===== src/rtl/sbp_pkg.sv =====
package sbp_pkg;
  typedef enum logic [3:0] {
    S_IDLE,
    S_FA,
    S_FB,
    S_FT,
    S_RA,
    S_RB,
    S_WR,
    S_UP,
    S_HALT
  } sbp_state_e;
endpackage


===== src/rtl/sbp_alu.sv =====
module sbp_alu #(
  parameter int DW = 16
) (
  input  logic [DW-1:0] minuend,
  input  logic [DW-1:0] subtrahend,
  output logic [DW-1:0] diff,
  output logic          leq
);
  always_comb begin
    diff = minuend - subtrahend;
    leq  = diff[DW-1] | (diff == '0);
  end
endmodule


===== src/rtl/sbp_ctrl.sv =====
module sbp_ctrl
  import sbp_pkg::*;
(
  input  logic       clk,
  input  logic       rst_n,
  input  logic       start,
  input  logic       leq_q,
  input  logic       halt_tgt,
  output sbp_state_e state
);
  sbp_state_e state_nxt;

  always_comb begin
    state_nxt = state;
    unique case (state)
      S_IDLE, S_HALT: if (start) state_nxt = S_FA;
      S_FA:           state_nxt = S_FB;
      S_FB:           state_nxt = S_FT;
      S_FT:           state_nxt = S_RA;
      S_RA:           state_nxt = S_RB;
      S_RB:           state_nxt = S_WR;
      S_WR:           state_nxt = S_UP;
      S_UP:           state_nxt = (leq_q && halt_tgt) ? S_HALT : S_FA;
      default:        state_nxt = S_IDLE;
    endcase
  end

  always_ff @(posedge clk or negedge rst_n) begin
    if (!rst_n) state <= S_IDLE;
    else        state <= state_nxt;
  end

  // once halted, the core stays halted until start
  a_r6_halt_hold: assert property (@(posedge clk) disable iff (!rst_n)
    (state == S_HALT && !start) |=> (state == S_HALT));
  // start during a run does not restart the sequence
  a_r1_start_ignored: assert property (@(posedge clk) disable iff (!rst_n)
    (state == S_FB) |=> (state == S_FT));
endmodule


===== src/rtl/sbp_core.sv =====
module sbp_core
  import sbp_pkg::*;
#(
  parameter int AW = 8,
  parameter int DW = 16
) (
  input  logic          clk,
  input  logic          rst_n,
  input  logic          start,
  output logic          halted,
  output logic [AW-1:0] mem_addr,
  output logic          mem_we,
  output logic [DW-1:0] mem_wdata,
  input  logic [DW-1:0] mem_rdata
);
  localparam logic [AW-1:0] HALT_ADDR = '1;
  localparam logic [AW-1:0] STEP      = AW'(3);

  sbp_state_e    state;
  logic [AW-1:0] pc, a_ad, b_ad, tgt;
  logic [AW-1:0] pc_nxt;
  logic [DW-1:0] opa;
  logic [DW-1:0] diff;
  logic          leq, leq_q;
  logic          pc_en, a_en, b_en, t_en, opa_en, leq_en;

  sbp_ctrl u_ctrl (
    .clk      (clk),
    .rst_n    (rst_n),
    .start    (start),
    .leq_q    (leq_q),
    .halt_tgt (tgt == HALT_ADDR),
    .state    (state)
  );

  sbp_alu #(.DW(DW)) u_alu (
    .minuend    (mem_rdata),
    .subtrahend (opa),
    .diff       (diff),
    .leq        (leq)
  );

  always_comb begin
    a_en   = (state == S_FB);
    b_en   = (state == S_FT);
    t_en   = (state == S_RA);
    opa_en = (state == S_RB);
    leq_en = (state == S_WR);
    pc_en  = ((state == S_IDLE || state == S_HALT) && start) || (state == S_UP);
    if (state == S_UP) pc_nxt = leq_q ? tgt : pc + STEP;
    else               pc_nxt = '0;
  end

  always_comb begin
    mem_we    = (state == S_WR);
    mem_wdata = diff;
    halted    = (state == S_HALT);
    unique case (state)
      S_FA:       mem_addr = pc;
      S_FB:       mem_addr = pc + AW'(1);
      S_FT:       mem_addr = pc + AW'(2);
      S_RA:       mem_addr = a_ad;
      S_RB, S_WR: mem_addr = b_ad;
      default:    mem_addr = pc;
    endcase
  end

  always_ff @(posedge clk or negedge rst_n) begin
    if (!rst_n) begin
      pc    <= '0;
      a_ad  <= '0;
      b_ad  <= '0;
      tgt   <= '0;
      opa   <= '0;
      leq_q <= 1'b0;
    end else begin
      if (pc_en)  pc    <= pc_nxt;
      if (a_en)   a_ad  <= mem_rdata[AW-1:0];
      if (b_en)   b_ad  <= mem_rdata[AW-1:0];
      if (t_en)   tgt   <= mem_rdata[AW-1:0];
      if (opa_en) opa   <= mem_rdata;
      if (leq_en) leq_q <= leq;
    end
  end

  // one write per instruction, never back to back
  a_r8_single_write: assert property (@(posedge clk) disable iff (!rst_n)
    mem_we |=> !mem_we);
  // write goes to the address whose value was just read as Mem[b]
  a_r2_write_addr: assert property (@(posedge clk) disable iff (!rst_n)
    mem_we |-> (mem_addr == $past(mem_addr)));
  // no writes while halted
  a_r6_no_write_halted: assert property (@(posedge clk) disable iff (!rst_n)
    halted |-> !mem_we);
  // positive result falls through to PC+3
  a_r4_fall_through: assert property (@(posedge clk) disable iff (!rst_n)
    (state == S_UP && !leq_q) |=> (pc == $past(pc) + STEP));
  // zero or negative result goes to the target
  a_r5_taken: assert property (@(posedge clk) disable iff (!rst_n)
    (state == S_UP && leq_q && tgt != HALT_ADDR) |=> (pc == $past(tgt)));
endmodule


===== config.mk =====
export PLATFORM = sky130hd
export DESIGN_NAME = sbp_core
export DESIGN_NICKNAME = d
export VERILOG_FILES = /design/src/rtl/sbp_pkg.sv /design/src/rtl/sbp_alu.sv /design/src/rtl/sbp_ctrl.sv /design/src/rtl/sbp_core.sv
export SDC_FILE = /design/constraint.sdc
export NUM_CORES = 1
export LEC_CHECK = 0
export BUFFER_PORTS_ARGS = -buffer_cell sky130_fd_sc_hd__buf_2
export CAP_MARGIN = 20
export CORE_MARGIN = 8
export CORE_UTILIZATION = 60
export CTS_BUF_LIST = sky130_fd_sc_hd__clkbuf_16
export DETAILED_ROUTE_END_ITERATION = 16
export PLACE_DENSITY = 0.82
export SYNTH_ARGS = -nofsm -noshare
export SYNTH_HDL_FRONTEND = slang
export SYNTH_SLANG_ARGS = --single-unit

===== constraint.sdc =====
create_clock -name clk -period 6.3 [get_ports clk]
set_input_delay 1.26 -clock clk [delete_from_list [all_inputs] [get_ports clk]]
set_output_delay 1.26 -clock clk [all_outputs]
set_load 0.05 [all_outputs]

# Yosys cells after proc, flatten, opt, wreduce, memory -nomap -nowiden

Index checks and enable logic that the tools add are counted.

Word-level logic and storage cells: 36
Input bits: 19
Output and inout port bits: 26
Bits in registers: 53

Bitwise logic cells: 1
Reductions and logical operators: 8
Eq/ne operators: 10
$add $sub $neg: 4
Mux-type cells: 6

Operators by type and width:

| operator                                                               | number |
|---|---|
| 4-bit case mux with 8 select lines                                     | 1 |
| 8-bit case mux with 4 select lines                                     | 1 |
| 8-bit by 2-bit adder with 8-bit output (second input constant)         | 2 |
| 4-bit by 3-bit equality test with 1-bit output (second input constant) | 4 |
| 16-bit zero test                                                       | 1 |
| 8-bit two-way mux                                                      | 2 |
| 16-bit subtractor                                                      | 1 |
| 8-bit by 1-bit adder with 8-bit output (second input constant)         | 1 |
| 4-bit by 2-bit equality test with 1-bit output (second input constant) | 2 |
| 8-bit equality test (second input constant)                            | 1 |
| 4-bit two-way mux                                                      | 2 |
| 4-bit by 1-bit equality test with 1-bit output (second input constant) | 1 |
| 4-bit equality test (second input constant)                            | 1 |
| 4-bit zero test                                                        | 1 |
| 2-bit OR reduction                                                     | 2 |
| 1-bit logical AND                                                      | 2 |
| 1-bit logical OR                                                       | 2 |
| 2-bit != test (second input constant)                                  | 1 |
| 1-bit OR                                                               | 1 |

# Logic depth before layout (Yosys ltp)

Depth after elaboration: 4
Depth in mapped cells: 11
Mapped depth without buffers: 11

# Hierarchy

A second synthesis with hierarchy kept.

Cells, all modules: 447
Area total of the unflattened synthesis: 3917.5 um^2

Modules (own cells, without submodules):

| module   | cells each | instances | seq. area each (um^2) | area an instance (um^2) |
|---|---|---|---|---|
| sbp_core | 285        | 1         | 1226.2                | 2731.4 |
| sbp_alu  | 143        | 1         | 0.0                   | 1002.2 |
| sbp_ctrl | 19         | 1         | 100.1                 | 183.9 |

# Worst setup path after synthesis

Ideal clock, no wire load.

Path kind: input port to output port
From: input port mem_rdata[6]
To: output port mem_wdata[15]
Buffers on the path: 0
Arrival: 3.453 ns
Data required time: 5.040 ns
Path slack: 1.587 ns
Stages: 7
Cells stage by stage: ha_1 -> a2111o_1 -> o21ai_1 -> o21ai_1 -> nor2_1 -> o21ai_0 -> xnor2_1

Longest elaborated chain between the ends: 1

Ends and longest elaborated chain:

| what               | line           | text |
|---|---|---|
| start: declaration | sbp_core.sv:14 | `input logic [DW-1:0] mem_rdata` |
| 16-bit subtractor  | sbp_alu.sv:10  | `diff = minuend - subtrahend;` |
| end: declaration   | sbp_core.sv:13 | `output logic [DW-1:0] mem_wdata,` |

Every way passes these cells.

# Final worst setup path

From: input port mem_rdata[0]
To: output port mem_wdata[14]

Same word-level chain as after synthesis.

==> run_results.csv <==
group,metric,value,unit
run_status,run_status,"finished clean",
synth,synth_seq_cells,53,
clocking,clkSlewWorstSetupHoldPaths,0.08,ns
critical_path,cp_cell_sequence,"buf_2 -> inv_1 -> ha_1 -> fa_1 -> nor2b_4 -> o2111a_2 -> nor3_1 -> or3_1 -> a211o_1 -> nand3_2 -> buf_2",
drt,wire_length_per_cell,16.69,um
critical_path,launching_element_type_of_the_critical_path,"input pin",
clocking,cts_inserted_buffers,5,
worst_hold_path,worstHoldPathCells,1,
worst_hold_path,timing.hold.worst_endpoint,"b_ad[3]",
placed_design,io_buffer_count,44,
clocking,cts_resized,0,
drt,drtIter0Drc,267,
critical_path,critical_path.max_stage_delay,0.44,ns
layout,register_area,1326,um2
synth,synth_edf_count,0,
critical_path,worst-setup-path-type,"input pin to output pin",
clocking,maximum_buffer_depth_of_the_clock_tree,2,
die,die_x,91.84,um
drt,drt_pass1_iterations,6,
clocking,cts_setup_buffers,0,
timing,setup_viol,0,
worst_hold_path,hold_path_class,"flop to flop",
synth,ys_warn_count,0,
synth,synth_async_sr_flop_share,100.0,%
timing,finalHoldViolCount,0,
synth,syn_area_per_cell,9.178,um2
timing,worst_tran_pin_value,0.7896,ns
die,fp.dieArea,8434,um2
drt,antenna_violating_nets_post_route,0,
critical_path,path_buf_inv,3,
timing,fin_crit,4.890,ns
clocking,tritoncts,"built",
synth,synthCells,376,
layout,multi_input_comb_area,1937,um2
critical_path,cp_data_required_time,5.04,ns
worst_hold_path,hold_path.startpoint,"b_ad[3]",
critical_path,cpMostUsedCell,"sky130_fd_sc_hd__buf_2",
placed_design,globalplace.congestion,0.8992,
critical_path,r2r_end,"leq_q",
clocking,cts-hold-fix-buffers,0,
clocking,numClockSinks,53,
synth,ys_seq_area_share,38.43,%
critical_path,critPathMaxFanout,5,
clocking,cts_max_level,2,
layout,antenna_cells_inserted,0,
timing,slew_violations,0,
global_route,grt_first_pass_wirelength,13900,um
timing,final.setup.tns,0,ns
clocking,clockRootBuffer,"sky130_fd_sc_hd__clkbuf_16",
clocking,clock_insertion_delay_worst_skew,0.30,ns
critical_path,worstReg2RegStart,"opa[0]",
timing,final_critical_path_share_of_the_clock_period,77.62,%
placed_design,dp.final_hpwl,5986,um
layout,final_layout_size_suffix_gt1_share,23.13,%
synth,postSynth.topFlopCell,"sky130_fd_sc_hd__dfrtp_1",
timing,fmax,204.5,MHz
global_route,antenna_found_initial,0,
layout,finish.net_count,453,
critical_path,timing.critical_path.arrival,3.63,ns
global_route,grt_usage,19.93,%
synth,synth.distinct_cells,60,
global_route,grt_start_max_net_pins,54,
critical_path,critPathSlowestCell,"sky130_fd_sc_hd__fa_1",
synth,syn_nets,415,
drt,post_drt_via_cell_ratio,6.090,
die,initial_core_util,62.29,%
layout,area_growth,12.04,%
critical_path,timing.critical_path.to_type,"output pin",
critical_path,timing.critical_path.max_delay_family,"simple AND/OR/NAND/NOR gates",
die,dieHeight,91.84,um
global_route,grt_pass1_vias,2881,
layout,fillerInstances,456,
die,num_rows,27,
timing,slew_headroom,47.16,%
synth,syn-cell-area,3451,um2
critical_path,timing.reg2reg.worst_path_depth,10,
critical_path,regToRegSetupSlack,3.43,ns
timing,grt_setup_unrepaired,"no",
drt,wl_final,8126,um
critical_path,cp_num_cells,11,
die,total_core_area,5540,um2
job,drv.max_cap_violation_count,0,
drt,detailroute.via_count,2966,
die,pin_count,45,
drt,remaining_drc_errors,0,
global_route,globalRouteOverflowTotal,0,
timing,clock_skew,0.004595,ns
-- worst max-delay path by stage --
stage / to / startpoint / slack, ns
detailed placement: mem_wdata[14] / mem_rdata[0] / 1.43
floorplan: mem_wdata[15] / mem_rdata[6] / 1.59
global placement: mem_wdata[14] / mem_rdata[0] / 1.47
finish: mem_wdata[14] / mem_rdata[0] / 1.41
CTS: mem_wdata[14] / mem_rdata[0] / 1.43
global route: mem_wdata[14] / mem_rdata[0] / 1.34
-- cell usage in the layout, fill, tap and decap left out, types with 9 or more instances in the layout --
| cell | netlist | routed |
|---|---|---|
| sky130_fd_sc_hd__dfrtp_1 | 53 | 53 |
| sky130_fd_sc_hd__o21ai_0 | 44 | 44 |
| sky130_fd_sc_hd__buf_2 | 1 | 44 |
| sky130_fd_sc_hd__nand2_1 | 34 | 34 |
| sky130_fd_sc_hd__inv_1 | 31 | 31 |
| sky130_fd_sc_hd__mux2_2 | 27 | 27 |
| sky130_fd_sc_hd__nor2_1 | 25 | 25 |
| sky130_fd_sc_hd__a21oi_1 | 21 | 21 |
| sky130_fd_sc_hd__ha_1 | 19 | 19 |
| sky130_fd_sc_hd__xnor2_1 | 9 | 9 |
-- kinds of logic (layout without fill, tap and decap cells) --
group	after synthesis	in the layout	share of synthesized area, %
buffers and inverters	47	86	5.583
AND/OR/NAND/NOR	110	110	16.32
adder cells (fa/ha/maj)	20	20	7.469
flip-flops	53	53	38.43
AO/OA/AOI/OAI	102	102	19.04
multiplexers	28	28	9.101
XOR/XNOR	16	16	4.061
-- final cells by class --
| type | count | share of cell area, % |
|---|---|---|
| multi-input cells | 276 | 50.10 |
| inverters | 31 | 3.010 |
| flip-flops and latches | 53 | 34.30 |
| well taps | 72 | 2.330 |
| clock buffers | 5 | 3.236 |
| clock inverters | 3 | 0.7443 |
| repair buffers | 47 | 6.278 |
-- cells in the mapped netlist (all sizes together), types with 2 or more instances --
cell type | instances | area [um2]
xnor2 | 9 | 78.83
a211o | 2 | 17.52
inv | 31 | 116.4
nor3b | 4 | 30.03
nand2 | 34 | 127.6
o211ai | 2 | 15.01
nor3 | 8 | 40.04
clkbuf | 14 | 63.80
ha | 19 | 237.7
a21oi | 21 | 105.1
a211oi | 3 | 22.52
nor4 | 3 | 25.02
a2111oi | 2 | 36.29
xor2 | 7 | 61.31
or2 | 2 | 12.51
or3 | 4 | 26.28
and3 | 3 | 18.77
a222oi | 4 | 40.04
a221o | 2 | 20.02
and2 | 5 | 32.53
o21ai | 46 | 230.2
o31ai | 3 | 22.52
dfrtp | 53 | 1326
a2111o | 2 | 22.52
nor2 | 25 | 93.84
mux2 | 27 | 304.0
buf | 2 | 12.51
o21a | 2 | 15.01
o22ai | 2 | 12.51
nor2b | 2 | 20.02
nand4 | 6 | 37.54
nand2b | 2 | 20.02
nand3 | 9 | 50.05
-- registers in the layout, summed over array words and instances (netlist names) --
register / count
b_ad: 8
tgt: 8
opa: 16
u_ctrl.state: 4
a_ad: 8
leq_q: 1
pc: 8
-- worst register-to-register path, cell delays in order, from the launching register on --
cell and delay, ns:
sky130_fd_sc_hd__dfrtp_1 0.38, sky130_fd_sc_hd__ha_1 0.20, sky130_fd_sc_hd__fa_1 0.44, sky130_fd_sc_hd__nor2b_4 0.14, sky130_fd_sc_hd__o2111a_2 0.24, sky130_fd_sc_hd__nor3_1 0.09
sky130_fd_sc_hd__or3_2 0.50, sky130_fd_sc_hd__a2111oi_4 0.31, sky130_fd_sc_hd__o2111ai_1 0.19, sky130_fd_sc_hd__nor4_2 0.18, sky130_fd_sc_hd__a211o_1 0.12
-- routing by layer --
layer	share of wire, %	vias to the layer above	track usage, %
li1	-	1427	-
met1	44	1394	25.20
met2	47	118	31.75
met3	6.5	27	4.890
met4	2.6	0	8.591
met5	0	-	0
-- stage by stage --
| step | cells | setup slack [ns] | hold WS [ns] | cell area [um2] | utilization (%) |
|---|---|---|---|---|---|
| floorplan | 376 | 1.587 | 0.4796 | 3451 | - |
| global placement | 479 | 1.469 | 0.4889 | 3712 | 67.01 |
| detailed placement | 479 | 1.429 | 0.4996 | 3712 | 67.01 |
| CTS | 487 | 1.430 | 0.5174 | 3866 | 69.78 |
| global route | 487 | 1.338 | 0.5328 | 3866 | 69.78 |
| finish | 487 | 1.410 | 0.5117 | 3866 | 69.78 |
Power is not shown: default switching activity piles up to over one toggle a cycle in this logic, so the estimate is an artifact.
